**src/rtl/rnd_pkg.sv**
```systemverilog
package rnd_pkg;

    typedef enum logic [1:0] {
        RM_NEAR = 2'd0,
        RM_ZERO = 2'd1,
        RM_POS  = 2'd2,
        RM_NEG  = 2'd3
    } rnd_mode_e;

    // Number of low bits below target precision (guard, round).
    localparam int unsigned EXTRA_W = 2;

endpackage

```
**src/rtl/rnd_decide.sv**
```systemverilog
module rnd_decide
    import rnd_pkg::*;
(
    input  rnd_mode_e mode_i,
    input  logic      sign_i,
    input  logic      guard_i,
    input  logic      round_i,
    input  logic      sticky_i,
    input  logic      lsb_i,
    output logic      inc_o,
    output logic      inexact_o
);

    typedef struct packed {
        logic inc;
        logic inexact;
    } dec_t;

    dec_t dec_d;

    always_comb begin
        dec_d         = '0;
        dec_d.inexact = guard_i | round_i | sticky_i;
        unique case (mode_i)
            RM_ZERO: dec_d.inc = 1'b0;
            RM_POS:  dec_d.inc = dec_d.inexact & ~sign_i;
            RM_NEG:  dec_d.inc = dec_d.inexact & sign_i;
            default: dec_d.inc = guard_i & (round_i | sticky_i | lsb_i);
        endcase
    end

    assign inc_o     = dec_d.inc;
    assign inexact_o = dec_d.inexact;

    // an exact input never increments
    always_comb begin
        p_exact_no_inc_r2: assert (guard_i || round_i || sticky_i || !inc_o)
            else $error("exact input incremented");
        // toward-zero never increments
        p_rtz_no_inc_r5: assert (!(mode_i == RM_ZERO && inc_o))
            else $error("toward-zero incremented");
        // nearest never increments with guard clear
        p_near_guard_r4: assert (!(mode_i == RM_NEAR && !guard_i && inc_o))
            else $error("nearest incremented below half");
    end

endmodule

```
**src/rtl/rnd_incr.sv**
```systemverilog
module rnd_incr #(
    parameter int unsigned W = 24
) (
    input  logic [W-1:0] vec_i,
    input  logic         inc_i,
    output logic [W-1:0] sum_o,
    output logic         carry_o
);

    logic [W:0] chain;

    assign chain[0] = inc_i;

    for (genvar i = 0; i < W; i++) begin : g_bit
        assign sum_o[i]    = vec_i[i] ^ chain[i];
        assign chain[i+1]  = vec_i[i] & chain[i];
    end

    assign carry_o = chain[W];

    // carry-out only from an all-ones operand with increment
    always_comb begin
        p_carry_wraps_r7: assert (!carry_o || (inc_i && sum_o == '0 && &vec_i))
            else $error("carry without all-ones increment");
    end

endmodule

```
**src/rtl/rnd_ovf_policy.sv**
```systemverilog
module rnd_ovf_policy
    import rnd_pkg::*;
(
    input  rnd_mode_e mode_i,
    input  logic      sign_i,
    output logic      to_inf_o
);

    always_comb begin
        unique case (mode_i)
            RM_ZERO: to_inf_o = 1'b0;
            RM_POS:  to_inf_o = ~sign_i;
            RM_NEG:  to_inf_o = sign_i;
            default: to_inf_o = 1'b1;
        endcase
    end

    // nearest always overflows to infinity
    always_comb begin
        p_near_to_inf_r8: assert (mode_i != RM_NEAR || to_inf_o)
            else $error("nearest overflow not infinite");
    end

endmodule

```
**src/rtl/mant_round_unit.sv**
```systemverilog
module mant_round_unit
    import rnd_pkg::*;
#(
    parameter int unsigned MANT_W = 24
) (
    input  logic                      sign_i,
    input  logic [MANT_W+EXTRA_W-1:0] mant_i,
    input  logic                      sticky_i,
    input  logic [1:0]                mode_i,
    output logic [MANT_W-1:0]         mant_o,
    output logic                      carry_o,
    output logic                      up_o,
    output logic                      inexact_o,
    output logic                      ovf_inf_o
);

    localparam int unsigned IN_W = MANT_W + EXTRA_W;

    typedef struct packed {
        logic [MANT_W-1:0] mant;
        logic              carry;
        logic              up;
        logic              inexact;
        logic              to_inf;
    } res_t;

    rnd_mode_e         mode_d;
    logic [MANT_W-1:0] kept_d;
    logic [MANT_W-1:0] sum_d;
    logic              inc_d;
    logic              inexact_d;
    logic              carry_d;
    logic              to_inf_d;
    res_t              res_d;

    assign mode_d = rnd_mode_e'(mode_i);
    assign kept_d = mant_i[IN_W-1:EXTRA_W];

    rnd_decide u_decide (
        .mode_i    (mode_d),
        .sign_i    (sign_i),
        .guard_i   (mant_i[1]),
        .round_i   (mant_i[0]),
        .sticky_i  (sticky_i),
        .lsb_i     (mant_i[EXTRA_W]),
        .inc_o     (inc_d),
        .inexact_o (inexact_d)
    );

    rnd_incr #(.W(MANT_W)) u_incr (
        .vec_i   (kept_d),
        .inc_i   (inc_d),
        .sum_o   (sum_d),
        .carry_o (carry_d)
    );

    rnd_ovf_policy u_ovf (
        .mode_i   (mode_d),
        .sign_i   (sign_i),
        .to_inf_o (to_inf_d)
    );

    always_comb begin
        res_d         = '0;
        res_d.mant    = sum_d;
        res_d.carry   = carry_d;
        res_d.up      = inc_d;
        res_d.inexact = inexact_d;
        res_d.to_inf  = to_inf_d;
    end

    assign mant_o    = res_d.mant;
    assign carry_o   = res_d.carry;
    assign up_o      = res_d.up;
    assign inexact_o = res_d.inexact;
    assign ovf_inf_o = res_d.to_inf;

    always_comb begin
        // no increment means a plain two-bit shift
        p_plain_shift_r1: assert (up_o || (mant_o == mant_i[IN_W-1:EXTRA_W] && !carry_o))
            else $error("unrounded mantissa altered");
        // an increment always comes with inexact
        p_up_needs_inexact_r3: assert (!up_o || inexact_o)
            else $error("increment on exact value");
    end

endmodule

```
**config.mk**
```make
export PLATFORM = sky130hd
export DESIGN_NAME = mant_round_unit
export DESIGN_NICKNAME = d
export VERILOG_FILES = /design/src/rtl/rnd_pkg.sv /design/src/rtl/rnd_decide.sv /design/src/rtl/rnd_incr.sv /design/src/rtl/rnd_ovf_policy.sv /design/src/rtl/mant_round_unit.sv
export SDC_FILE = /design/constraint.sdc
export NUM_CORES = 1
export LEC_CHECK = 0
export BUFFER_PORTS_ARGS = -buffer_cell sky130_fd_sc_hd__buf_4
export CAP_MARGIN = 40
export CORE_AREA = 2 2 39 41
export DETAILED_ROUTE_END_ITERATION = 12
export DIE_AREA = 0 0 41 43
export MAX_ROUTING_LAYER = met4
export PLACE_DENSITY = 0.78
export SYNTH_ARGS = -nofsm -noshare
export SYNTH_HDL_FRONTEND = slang
export SYNTH_SLANG_ARGS = --single-unit
export TNS_END_PERCENT = 1
```
**constraint.sdc**
```tcl
create_clock -name vclk -period 10.8
set_input_delay 2.16 -clock vclk [all_inputs]
set_output_delay 2.16 -clock vclk [all_outputs]
set_load 0.05 [all_outputs]
```
# Word-level counts from Yosys, hierarchy flattened
# Cells that the tools add are included.
[word_totals] regBits=0 inputBits=30 output_inout_bits=28 wordCells=61
[op_classes] eq_ne=3 muxes=2 bitwise=56
[ops] cell="AND 1 bit" n=27
[ops] cell="bitwise XOR 1 bit" n=24
[ops] cell="one-hot mux 1 bit (3 select lines)" n=2
[ops] cell="equality test 2 bit (second input constant)" n=2
[ops] cell="OR 1 bit" n=4
[ops] cell="equality test 2 x 1 -> 1 bit (second input constant)" n=1
[ops] cell="inverter 1 bit" n=1

# Longest topological paths before layout
# Gate-level depths: netlist of the first run.
[depth] depth_word=28 ltp_mapped=27 depth_no_buf=27

# Modules after synthesis
# A second synthesis of the first run with hierarchy kept.
[unflattened] hier_cells=33 area_unflattened_um2=352.8
[by_module_without_submodules] module="rnd_incr" n_inst=1 cells_per_inst=24 area_each_um2=300.3 seq_area_each_um2=0.0
[by_module_without_submodules] module="rnd_decide" n_inst=1 cells_per_inst=7 area_each_um2=40.0 seq_area_each_um2=0.0
[by_module_without_submodules] module="rnd_ovf_policy" n_inst=1 cells_per_inst=2 area_each_um2=12.5 seq_area_each_um2=0.0

# Worst setup path before layout of the first run
# Ideal clock, no wire load.
[synth_path] kind="input -> output" start="input port sticky_i" end="output port mant_o[23]" t_arrival_ps=7280 required_time_ps=8640 setup_slack_ps=1360 path_stages=27 n_path_buf=0 path_cell_list="nor3_1 -> nor2_1 -> o221a_2 -> ha_1 -> ha_1 -> ha_1 -> ha_1 -> ha_1 -> ha_1 -> ha_1 -> ha_1 -> ha_1 -> ha_1 -> ha_1 -> ha_1 -> ha_1 -> ha_1 -> ha_1 -> ha_1 -> ha_1 -> ha_1 -> ha_1 -> ha_1 -> ha_1 -> ha_1 -> ha_1 -> ha_1"
[synth_via] elab_chain_cells=28 word_cells_on_any_way=31 cone_classes="1 x mux; 30 x bitwise"
[synth_lines] item="start: declaration" line_no="mant_round_unit.sv:8" rtl="input logic sticky_i,"
[synth_lines] item="OR 1 bit (2 in series)" line_no="rnd_decide.sv:28" rtl="default: dec_d.inc = guard_i & (round_i | sticky_i | lsb_i);"
[synth_lines] item="AND 1 bit" line_no="rnd_decide.sv:28"
[synth_lines] item="one-hot mux 1 bit (3 select lines) (*)" line_no="rnd_decide.sv:24" rtl="unique case (mode_i)"
[synth_lines] item="via up_o" line_no="mant_round_unit.sv:12" rtl="output logic up_o,"
[synth_lines] item="AND 1 bit (*) (23 in series)" line_no="rnd_incr.sv:16" rtl="assign chain[i+1] = vec_i[i] & chain[i];"
[synth_lines] item="bitwise XOR 1 bit (*)" line_no="rnd_incr.sv:15" rtl="assign sum_o[i] = vec_i[i] ^ chain[i];"
[synth_lines] item="end: declaration" line_no="mant_round_unit.sv:10" rtl="output logic [MANT_W-1:0] mant_o,"
# The timed path passes the listed nets; every way through them passes the cells marked *.

# Final worst setup path of the first run
[layout_path] start="input port sticky_i" end="output port mant_o[23]"
[layout_via] elab_chain_cells=28 word_cells_on_any_way=31 cone_classes="1 x mux; 30 x bitwise"
[layout_lines] item="OR 1 bit (2 in series)" line_no="rnd_decide.sv:28"
[layout_lines] item="AND 1 bit" line_no="rnd_decide.sv:28"
[layout_lines] item="one-hot mux 1 bit (3 select lines) (*)" line_no="rnd_decide.sv:24"
[layout_lines] item="AND 1 bit (*) (23 in series)" line_no="rnd_incr.sv:16"
[layout_lines] item="bitwise XOR 1 bit (*)" line_no="rnd_incr.sv:15"
# Mark *: on every way between the ends. The rest lies on a longest branch, timed or not.

==> metrics, run 1 <==
status=finished clean; Worst EP required=8.64 ns; Setup Viol. Count Final=0; Max stage delay on crit path=0.27 ns; PortBufs=58; DR DRC count=0; fill count=126; fin util=58.8%; Hold Path Class=input pin to primary output; max_cap viols=0; WL per Instance=11.2 um; die height=43 um; area occupied by multi-input gates=358 um2; core area=1380 um2; largest net degree at the start of global routing=4; worst slew pin tran=0.151 ns; count of unique library cells instantiated by Yosys=9; Setup Crit Path Kind=input pin to primary output; row count=14; PD cells=59.0 nW/um2; total of clock buffers placed in the layout=0; RD Place Congestion=0.723; critical path startpoint category=input pin; Cells after Synth=32; antenna violations before repair=0; Ports=58; via count=517; crit-path max FO=3; ANT cells=0; antenna viol nets, final=0; Max Clk Rate=105 MHz; Final Worst Setup Slack=1.30 ns; layout cells sized above 1=66.7%; setup total negative slack=0 ns; drt pass-1 iters=2; area delta synth->final=127%; cell mode on critical path=ha_1; commonest cells after routing, fill and taps aside=buf_4 (58), ha_1 (24); DP HPWL=1140 um; total placed instance area=813 um2; VDD IR max=44.0 uV; vias per inst=4.88; global-route wire length before repair=1680 um; RSZ-0062 raised after global routing=false; Hold Buf Count CTS=0; synthesized net count=86; total wire length=1190 um; Final Max Tran Viols=0; Die X=41 um; flip-flop and latch area=0 um2; Mean Syn Cell Area=11.2 um2; pre-CTS WS=1.27 ns; post-CTS setup repair buffer count=0; Final #Nets=146; register area share after synthesis=0%; critical path's slowest cell=ha_1; Lkg Pwr=0.514 nW; Post-Syn Area=358 um2; CP top delay family=adder cells; fin area=813 um2; Worst Path Buf+Inv=2; global route overflow=0; Tot GR Track Use=12.9%; seq_cells=0; relative slew slack=89.8%; WP data arrival=7.34 ns; crit path capture type=primary output; Synth warnings=0; vias in the first global route=486; DIE AREA=1760 um2; most common cell after layout, fill and taps aside=buf_4; Hold Fails Final Rpt=0; Min Clock Period, post-route=9.50 ns; # resized after CTS=0; Starting Density=25.9%; Iter 0 DRT Violations=2; fin crit share=88.0%
-- cells in the mapped netlist --
master / instances / share of area (%)
xor2_1: 1 / 2.4
mux2_2: 1 / 3.1
nor2_1: 1 / 1.0
nand2_1: 1 / 1.0
o21a_1: 1 / 2.1
nor3_1: 1 / 1.4
o221a_2: 1 / 3.1
or3_1: 1 / 1.7
ha_1: 24 / 84
-- per-stage QoR --
| stage | cells | hold slack (ns) | power [mW] |
|---|---|---|---|
| floorplan | 32 | 4.59 | 0.0316 |
| global placement | 106 | 4.66 | 0.0479 |
| detailed placement | 106 | 4.67 | 0.0482 |
| CTS | 106 | 4.67 | 0.0485 |
| global route | 106 | 4.68 | 0.0505 |
| finish | 106 | 4.67 | 0.0480 |
-- final cells by class --
type	count	area share, %
timing repair buffer	58	53.5
multi-input combinational	32	44.0
tap	16	2.46
-- power by group --
part | internal, mW | switching, mW | total [mW]
Sequential | 0 | 0 | 0
Clock | 0 | 0 | 0
Combinational | 0.0177 | 0.0303 | 0.0480
-- path summary, 6_finish.rpt --
kind / start / to / depth (start not counted)
hold / removal: mode_i[0] / ovf_inf_o / 3
setup / recovery: sticky_i / mant_o[23] / 29
-- layer usage --
layer | track usage [%] | vias to the layer above | part of all wire, %
met5 | - | - | 0
li1 | - | 243 | -
met1 | 13.6 | 216 | 28
met3 | 4.71 | 0 | 30
met2 | 23.1 | 58 | 41
met4 | 0 | 0 | 0
-- cell families after synthesis --
family / Yosys count / share of synthesized area [%]
multiplexers: 1 / 3.15
AND/OR/NAND/NOR: 4 / 5.24
XOR/XNOR: 1 / 2.45
AO/OA/AOI/OAI: 2 / 5.25
adder cells (fa/ha/maj): 24 / 83.9
Note: power is estimated with default switching activity, not from simulation.
==> run 2, diff against run 1 <==
--- a/config.mk
+++ b/config.mk
@@ -6,12 +6,13 @@
 export NUM_CORES = 1
 export LEC_CHECK = 0
 export BUFFER_PORTS_ARGS = -buffer_cell sky130_fd_sc_hd__buf_4
-export CAP_MARGIN = 40
+export CAP_MARGIN = 0
 export CORE_AREA = 2 2 39 41
 export DETAILED_ROUTE_END_ITERATION = 12
 export DIE_AREA = 0 0 41 43
 export MAX_ROUTING_LAYER = met4
 export PLACE_DENSITY = 0.78
+export RECOVER_POWER = 100
 export SYNTH_ARGS = -nofsm -noshare
 export SYNTH_HDL_FRONTEND = slang
 export SYNTH_SLANG_ARGS = --single-unit
==> metrics, run 2 (same netlist as run 1, synthesis figures left out) <==
fin util=51.2% (-7.6 points); core area=1380 um2 (unchanged); crit-path max FO=3 (unchanged); status=finished clean; flip-flop and latch area=0 um2 (unchanged); WP data arrival=7.61 ns (+0.27 ns); row count=14 (unchanged); Worst Hold Launch=mode_i[0]; ANT cells=0 (unchanged); Min Clock Period, post-route=9.77 ns (+0.267 ns); antenna violations before repair=0 (unchanged); via count=517 (unchanged); post-CTS setup repair buffer count=0 (unchanged); critical path's slowest cell=clkbuf_1; most common cell after layout, fill and taps aside=buf_4; Hold Fails Final Rpt=0 (unchanged); Worst EP required=8.64 ns (about the same); die height=43 um (unchanged); critical path startpoint category=input pin; Final Worst Setup Slack=1.03 ns (-0.267 ns); pre-CTS WS=1.27 ns (unchanged); relative slew slack=59.6% (-30 points); Hold Path End=ovf_inf_o; layout cells sized above 1=35.6% (-31 points); cell mode on critical path=ha_1; crit path capture type=primary output; Hold Buf Count CTS=0 (unchanged); total placed instance area=813 um2 (unchanged); Non-Filler Instances=106 (unchanged); Final #Nets=146 (unchanged); WL per Instance=11.2 um (+0.25%); Iter 0 DRT Violations=1 (-1); PortBufs=58 (unchanged); total wire length=1190 um (+0.25%); DR DRC count=0 (unchanged); seq_cells=0 (unchanged); vias in the first global route=486 (unchanged); RSZ-0062 raised after global routing=false; RD Place Congestion=0.723 (unchanged); largest net degree at the start of global routing=4 (unchanged); commonest cells after routing, fill and taps aside=buf_4 (30), clkbuf_1 (28), ha_1 (24); DIE AREA=1760 um2 (unchanged); Max stage delay on crit path=0.46 ns (+0.19 ns); PD cells=59.3 nW/um2 (+0.51%); max_cap viols=0 (unchanged); fill count=168 (+33%); # placed instances=106 (unchanged); antenna viol nets, final=0 (unchanged); worst slew pin tran=0.609 ns (+0.458 ns); Starting Density=25.9% (unchanged); area delta synth->final=97.9%; vias per inst=4.88 (unchanged); Tot GR Track Use=12.9% (unchanged); DP HPWL=1140 um (unchanged); Final Power=0.0420 mW (-12%); Lkg Pwr=0.412 nW (-20%); Hold Path Class=input pin to primary output; drt pass-1 iters=2 (unchanged); global route overflow=0 (unchanged); Max Clk Rate=102 MHz (-2.7%); Setup Viol. Count Final=0 (unchanged); setup total negative slack=0 ns (unchanged); Final Max Tran Viols=0 (unchanged); Ports=58 (unchanged); Die X=41 um (unchanged); # resized after CTS=0 (unchanged); Setup Crit Path Kind=input pin to primary output; fin area=708 um2 (-13%); worst hold path depth=3 (unchanged); fin crit share=90.5% (+2.5 points); VDD IR max=39.3 uV (-11%); final hold slack=4.78 ns (+0.107 ns); total of clock buffers placed in the layout=0 (unchanged); global-route wire length before repair=1680 um (unchanged)
==> run 2: per-layer routing <==
metal | track usage [%] | vias up | part of all wire [%]
met4 | 0 | 0 | 0
li1 | - | 243 | -
met3 | 4.71 | 0 | 31
met5 | - | - | 0
met2 | 23.1 | 58 | 40
met1 | 13.6 | 216 | 29
==> run 2: where the power goes <==
| part | total (mW) | switching, mW | internal (mW) |
|---|---|---|---|
| registers | 0 | 0 | 0 |
| logic | 0.0420 | 0.0302 | 0.0119 |
| clock network | 0 | 0 | 0 |
==> run 2: layout make-up <==
type,instances,area [um2],area share [%]
multi-input cells,32,358,50.5
well taps,16,20.0,2.83
repair buffers,58,330,46.6
==> run 2: how the worst max path moves through the flow <==
| stage | start | slack (ns) | cells past startpoint | endpoint |
|---|---|---|---|---|
| detailed placement | sticky_i | 1.27 | 29 | mant_o[23] |
| CTS | sticky_i | 1.26 | 29 | mant_o[23] |
| global placement | sticky_i | 1.33 | 29 | mant_o[23] |
| finish | sticky_i | 1.03 | 29 | mant_o[23] |
| floorplan | sticky_i | 1.36 | 27 | mant_o[23] |
| global route | sticky_i | 0.70 | 29 | mant_o[23] |
==> run 2: critical path, delay by kind of cell <==
family,cells,cell delay (ns)
AOI/OAI and AO/OA,1,0.25
adders and majority gates,24,4.40
buffers and inverters,2,0.58
and+or+nand+nor,2,0.23
